## src/rtl/pal_pkg.sv

```systemverilog
package pal_pkg;

  // Polarity of a literal selection inside a term word
  typedef enum logic {
    POL_TRUE  = 1'b0,
    POL_COMPL = 1'b1
  } pal_pol_e;

  // Bit position of literal 'lit' with polarity 'pol' inside a term word
  function automatic int lit_pos(input int lit, input pal_pol_e pol);
    return 2 * lit + int'(pol);
  endfunction

endpackage

```

## src/rtl/pal_cfg_store.sv

```systemverilog
module pal_cfg_store #(
  parameter int N_IN    = 8,
  parameter int N_OUT   = 8,
  parameter int N_TERMS = 8,
  localparam int LIT_W   = 2 * (N_IN + N_OUT),
  localparam int N_TOT   = N_OUT * N_TERMS,
  localparam int ADDR_W  = $clog2(N_TOT),
  localparam int TERM_AW = $clog2(N_TERMS),
  localparam int SEC_W   = (N_OUT > 1) ? $clog2(N_OUT) : 1
) (
  input  logic                    clk,
  input  logic                    rst,
  input  logic                    wr_en,
  input  logic [ADDR_W-1:0]       wr_addr,
  input  logic [LIT_W-1:0]        wr_data,
  output logic [N_TOT*LIT_W-1:0]  cfg_flat
);
  import pal_pkg::*;

  logic [LIT_W-1:0] words [N_TOT];
  logic [LIT_W-1:0] keep_mask;
  logic [SEC_W-1:0] wr_sec;

  assign wr_sec = SEC_W'(wr_addr >> TERM_AW);

  // Inputs are always allowed; feedback only from strictly lower sections
  always_comb begin
    keep_mask = '0;
    for (int j = 0; j < N_IN; j++) begin
      keep_mask[lit_pos(j, POL_TRUE)]  = 1'b1;
      keep_mask[lit_pos(j, POL_COMPL)] = 1'b1;
    end
    for (int k = 0; k < N_OUT; k++) begin
      keep_mask[lit_pos(N_IN + k, POL_TRUE)]  = (SEC_W'(k) < wr_sec);
      keep_mask[lit_pos(N_IN + k, POL_COMPL)] = (SEC_W'(k) < wr_sec);
    end
  end

  always_ff @(posedge clk) begin
    if (rst) begin
      for (int i = 0; i < N_TOT; i++) words[i] <= '0;
    end else if (wr_en) begin
      words[wr_addr] <= wr_data & keep_mask;
    end
  end

  for (genvar i = 0; i < N_TOT; i++) begin : g_flat
    assign cfg_flat[i*LIT_W +: LIT_W] = words[i];
  end

endmodule

```

## src/rtl/pal_term.sv

```systemverilog
module pal_term #(
  parameter int N_LIT = 16,
  localparam int LIT_W = 2 * N_LIT
) (
  input  logic [LIT_W-1:0] sel,
  input  logic [N_LIT-1:0] lits,
  output logic             prod
);
  import pal_pkg::*;

  logic [N_LIT-1:0] pass;

  for (genvar j = 0; j < N_LIT; j++) begin : g_lit
    assign pass[j] = ~(sel[lit_pos(j, POL_TRUE)]  & ~lits[j])
                   & ~(sel[lit_pos(j, POL_COMPL)] &  lits[j]);
  end

  // An empty term is forced low so unused terms never raise an output
  assign prod = (|sel) & (&pass);

endmodule

```

## src/rtl/pal_section.sv

```systemverilog
module pal_section #(
  parameter int N_LIT   = 16,
  parameter int N_TERMS = 8,
  localparam int LIT_W  = 2 * N_LIT
) (
  input  logic [N_TERMS*LIT_W-1:0] sec_cfg,
  input  logic [N_LIT-1:0]         lits,
  output logic                     result
);
  logic [N_TERMS-1:0] prods;

  for (genvar t = 0; t < N_TERMS; t++) begin : g_term
    pal_term #(.N_LIT(N_LIT)) i_term (
      .sel  (sec_cfg[t*LIT_W +: LIT_W]),
      .lits (lits),
      .prod (prods[t])
    );
  end

  assign result = |prods;

endmodule

```

## src/rtl/pal_array.sv

```systemverilog
module pal_array #(
  parameter int N_IN    = 8,
  parameter int N_OUT   = 8,
  parameter int N_TERMS = 8,
  localparam int N_LIT   = N_IN + N_OUT,
  localparam int LIT_W   = 2 * N_LIT,
  localparam int N_TOT   = N_OUT * N_TERMS,
  localparam int ADDR_W  = $clog2(N_TOT),
  localparam int SEC_CW  = N_TERMS * LIT_W
) (
  input  logic              clk,
  input  logic              rst,
  input  logic              prog_we,
  input  logic [ADDR_W-1:0] prog_addr,
  input  logic [LIT_W-1:0]  prog_data,
  input  logic [N_IN-1:0]   pal_in,
  output logic [N_OUT-1:0]  pal_out
);
  logic [N_TOT*LIT_W-1:0] cfg_flat;
  logic [N_OUT-1:0]       sec_val;

  pal_cfg_store #(.N_IN(N_IN), .N_OUT(N_OUT), .N_TERMS(N_TERMS)) i_store (
    .clk      (clk),
    .rst      (rst),
    .wr_en    (prog_we),
    .wr_addr  (prog_addr),
    .wr_data  (prog_data),
    .cfg_flat (cfg_flat)
  );

  for (genvar s = 0; s < N_OUT; s++) begin : g_sec
    logic [N_OUT-1:0] fb_view;
    // Only lower sections are wired in, so the netlist has no loop
    for (genvar k = 0; k < N_OUT; k++) begin : g_fb
      if (k < s) begin : g_live
        assign fb_view[k] = sec_val[k];
      end else begin : g_tied
        assign fb_view[k] = 1'b0;
      end
    end

    pal_section #(.N_LIT(N_LIT), .N_TERMS(N_TERMS)) i_section (
      .sec_cfg (cfg_flat[s*SEC_CW +: SEC_CW]),
      .lits    ({fb_view, pal_in}),
      .result  (sec_val[s])
    );
  end

  always_ff @(posedge clk) begin
    if (rst) pal_out <= '0;
    else     pal_out <= sec_val;
  end

endmodule

```

## config.mk

```make
export PLATFORM = sky130hd
export DESIGN_NAME = pal_array
export DESIGN_NICKNAME = d
export VERILOG_FILES = /design/src/rtl/pal_pkg.sv /design/src/rtl/pal_cfg_store.sv /design/src/rtl/pal_term.sv /design/src/rtl/pal_section.sv /design/src/rtl/pal_array.sv
export SDC_FILE = /design/constraint.sdc
export NUM_CORES = 2
export LEC_CHECK = 0
export BUFFER_PORTS_ARGS = -buffer_cell sky130_fd_sc_hd__buf_2
export CORE_MARGIN = 4
export CORE_UTILIZATION = 40
export CTS_CLUSTER_SIZE = 30
export DETAILED_ROUTE_END_ITERATION = 6
export PLACE_DENSITY_LB_ADDON = 0.08
export RECOVER_POWER = 25
export SYNTH_ARGS = -nofsm -noshare
export SYNTH_HDL_FRONTEND = slang
export SYNTH_SLANG_ARGS = --single-unit
```

## constraint.sdc

```tcl
create_clock -name clk -period 6.6 [get_ports clk]
set_clock_uncertainty 0.2 [all_clocks]
set_input_delay 0.66 -clock clk [delete_from_list [all_inputs] [get_ports clk]]
set_output_delay 0.66 -clock clk [all_outputs]
set_load 0.05 [all_outputs]
```

==> flow_metrics.tcl <==
set metrics [dict create \
    synth-async-reset-ratio_pct 0 \
    area_delta_synth_final_pct 16.1 \
    maxSlewHeadroom_pct -211 \
    viasPerCell 5.52 \
    synth-seq-cells 1928 \
    setup_viol_count_final 0 \
    critPathKind "reg -> reg" \
    start_kind "flip-flop" \
    synth_ff_type "edfxtp_1" \
    yosys_warnings 0 \
    final_common_cell "edfxtp_1" \
    maxSlewViolCount 1028 \
    multi_input_area_um2 26400 \
    layout.nets 6788 \
    die_h_um 467 \
    grt_pass1_wl_mm 374 \
    cp.required_ns 7.08 \
    cts-buffers-inserted 210 \
    tns_ns 0 \
    initial_utilization_pct 40.2 \
    via_count 53800 \
    layout-drive-gt1-share_pct 11.9 \
    min_period_ns 6.52 \
    crit_path_end_kind "flip-flop" \
    dieWidth_um 467 \
    h-tree-depth 4 \
    drt_iter0_markers 5157 \
    peakVddDrop_mv 0.272 \
    p_leak_nw 37.1 \
    rsz0062_at_grt "true" \
    hold_viol 0 \
    die-area_um2 218000 \
    dp_hpwl_mm 152 \
    clock_path_buffers 3 \
    io_buffers 54 \
    avgSynthCellArea_um2 13.7 \
    io_pins 57 \
    path_cells "nor4_1 > nand4_1 > o2111ai_2 > o32ai_2 > nor4_4 > buf_4 > mux2i_4 > buf_12 > mux2_2 > buf_4 > o22ai_1 > nor4_4 > mux2_4 > buf_12 > mux2i_1 > a211o_1 > o32a_2 > buf_4 > nor3b_4 > a2111oi_1 > or4_1 > nor2_2 > a211oi_2" \
    dr.pass1.iters 6 \
    worst-endpoint-arrival_ns 7.01 \
    cts_root_buf "clkbuf_16" \
    layout.filler_cells 18800 \
    detail-route-antenna-nets 0 \
    seq_area_frac_synth_pct 68.7 \
    track_usage_pct 23.3 \
    netlist_area_um2 84100 \
    regArea_um2 57800 \
    worstMarginPinSlew_ns 4.67 \
    drt_wl_total_mm 257 \
    fmax_mhz 153 \
    drt-wirelength-per-cell_um 26.4 \
    grt_max_degree 137 \
    utilization_pct 46.7 \
    period_share_pct 98.8 \
    grt_pass1_vias 54100 \
    max_cap_violations 24 \
    fp.coreArea_um2 209000 \
    slowest_stage "or4_1" \
    violations "capacitance limit, slew limit" \
    cp_common_cell "buf_4" \
    drcViolationCount 0 \
    globalplace.congestion 0.823 \
    min_path_type "in -> reg" \
    worst-path-max-fanout 8 \
    cts_tree "built" \
    clk_pin_slew_worst_paths_ns 0.06 \
    overflow 0 \
    mostFrequentLayoutCells "1920 x edfxtp_1, 936 x and3_1, 574 x mux2i_1, 567 x nor2_1, 448 x conb_1" \
    slowest_delay_ns 0.55 \
    synth_edf_count 1920 \
    status "finished, violations left" \
    power_density_nw_per_um2 280 \
    antenna_found_initial 34 \
    yosysUniqueCellTypes 70 \
    cts_sinks 1928 \
    netlist_instances 6160 \
    insertion_delay_ns 0.84 \
    rows 168 \
]
[cell families after synthesis]
family / count (synthesis) / share of synthesized area (%)
buffers and inverters: 496 / 2.45
multiplexers: 631 / 7.62
flip-flops: 1928 / 68.7
AO/OA/AOI/OAI: 205 / 1.90
AND/OR/NAND/NOR: 2899 / 19.3
other: 1 / 0.00446
[layer usage]
metal | up-vias | global-route usage [%] | part of all wire (%)
met3 | 341 | 2.71 | 5.2
li1 | 24700 | - | -
met2 | 1491 | 39.8 | 49
met5 | - | 0 | 0.0051
met4 | 2 | 5.57 | 2.4
met1 | 27200 | 31.7 | 43
[area by class of cell]
type,instances,share of cell area [%]
tap,2805,3.59
clock buffer,282,5.92
multi-input combinational,4184,27.0
clock inverter,105,0.775
inverter,5,0.0192
antenna,18,0.0461
sequential,1928,59.2
timing repair buffer,410,3.45
[stage by stage]
step | power [mW] | hold slack [ns] | setup WS (ns) | cells | area (µm²)
2_1_floorplan | 15.5 | 0.551 | 0.696 | 6607 | 85800
3_3_place_gp | 16.3 | 0.664 | -0.719 | 9326 | 90900
3_5_place_dp | 16.3 | 0.653 | -0.811 | 9326 | 90900
4_1_cts | 27.6 | 0.0869 | 0.0240 | 9717 | 97500
5_1_grt | 28.3 | 0.135 | -0.144 | 9726 | 97600
6_report | 27.4 | 0.181 | 0.0774 | 9737 | 97700
[final timing paths]
check / startpoint / cells after the start / end / slack (ns)
max: i_store.words[6][19] / 23 / pal_out[7] / 0.08
min: rst / 2 / pal_out[6] / 0.18
max reg2reg: i_store.words[6][19] / 23 / pal_out[7] / 0.08
min reg2reg: i_store.words[55][26] / 4 / pal_out[7] / 0.67
[power breakdown]
part / switching [mW] / internal, mW
clock: 4.85 / 6.42
combinational: 1.11 / 0.394
sequential: 0.362 / 14.2
[worst max-delay path, delay by kind of cell (launching register included)]
kind                   cells  cell delay (ns)
AND/OR/NAND/NOR            7             1.95
multiplexers               4             1.25
flip-flops                 1             0.37
buffers and inverters      5             0.90
AO/OA/AOI/OAI              7             1.68
[state kept, by name (all words and copies together), names as in the netlist]
register and flops:
i_store.words 1920, pal_out 8
[synth_stat cells (all sizes together) (27+ instances only)]
master | count | share of area [%]
nor3 | 112 | 0.67
a2111oi | 27 | 0.28
clkbuf | 411 | 1.8
or4 | 28 | 0.25
nor2 | 571 | 2.6
and2 | 145 | 1.1
mux2i | 577 | 6.9
buf | 80 | 0.59
a211oi | 30 | 0.31
o21ai | 33 | 0.20
mux2 | 54 | 0.74
nand2 | 168 | 0.75
edfxtp | 1920 | 69
o22ai | 29 | 0.22
nor4 | 464 | 3.5
nand3 | 86 | 0.51
o32ai | 30 | 0.31
nand4 | 204 | 1.5
and3 | 936 | 7.0
nand2b | 57 | 0.42
[repair_timing]
action / 4_1_cts / 5_1_grt
hold buffers: 2 / 0
pin swaps: 2 / 3
gates cloned: 0 / 1
setup endpoints to repair: 2 / 2
endpoints found under the hold margin: 3 / 0
resized for setup: 12 / 48
buffers inserted: 2 / 1
Power figures use the tool's default switching activity.
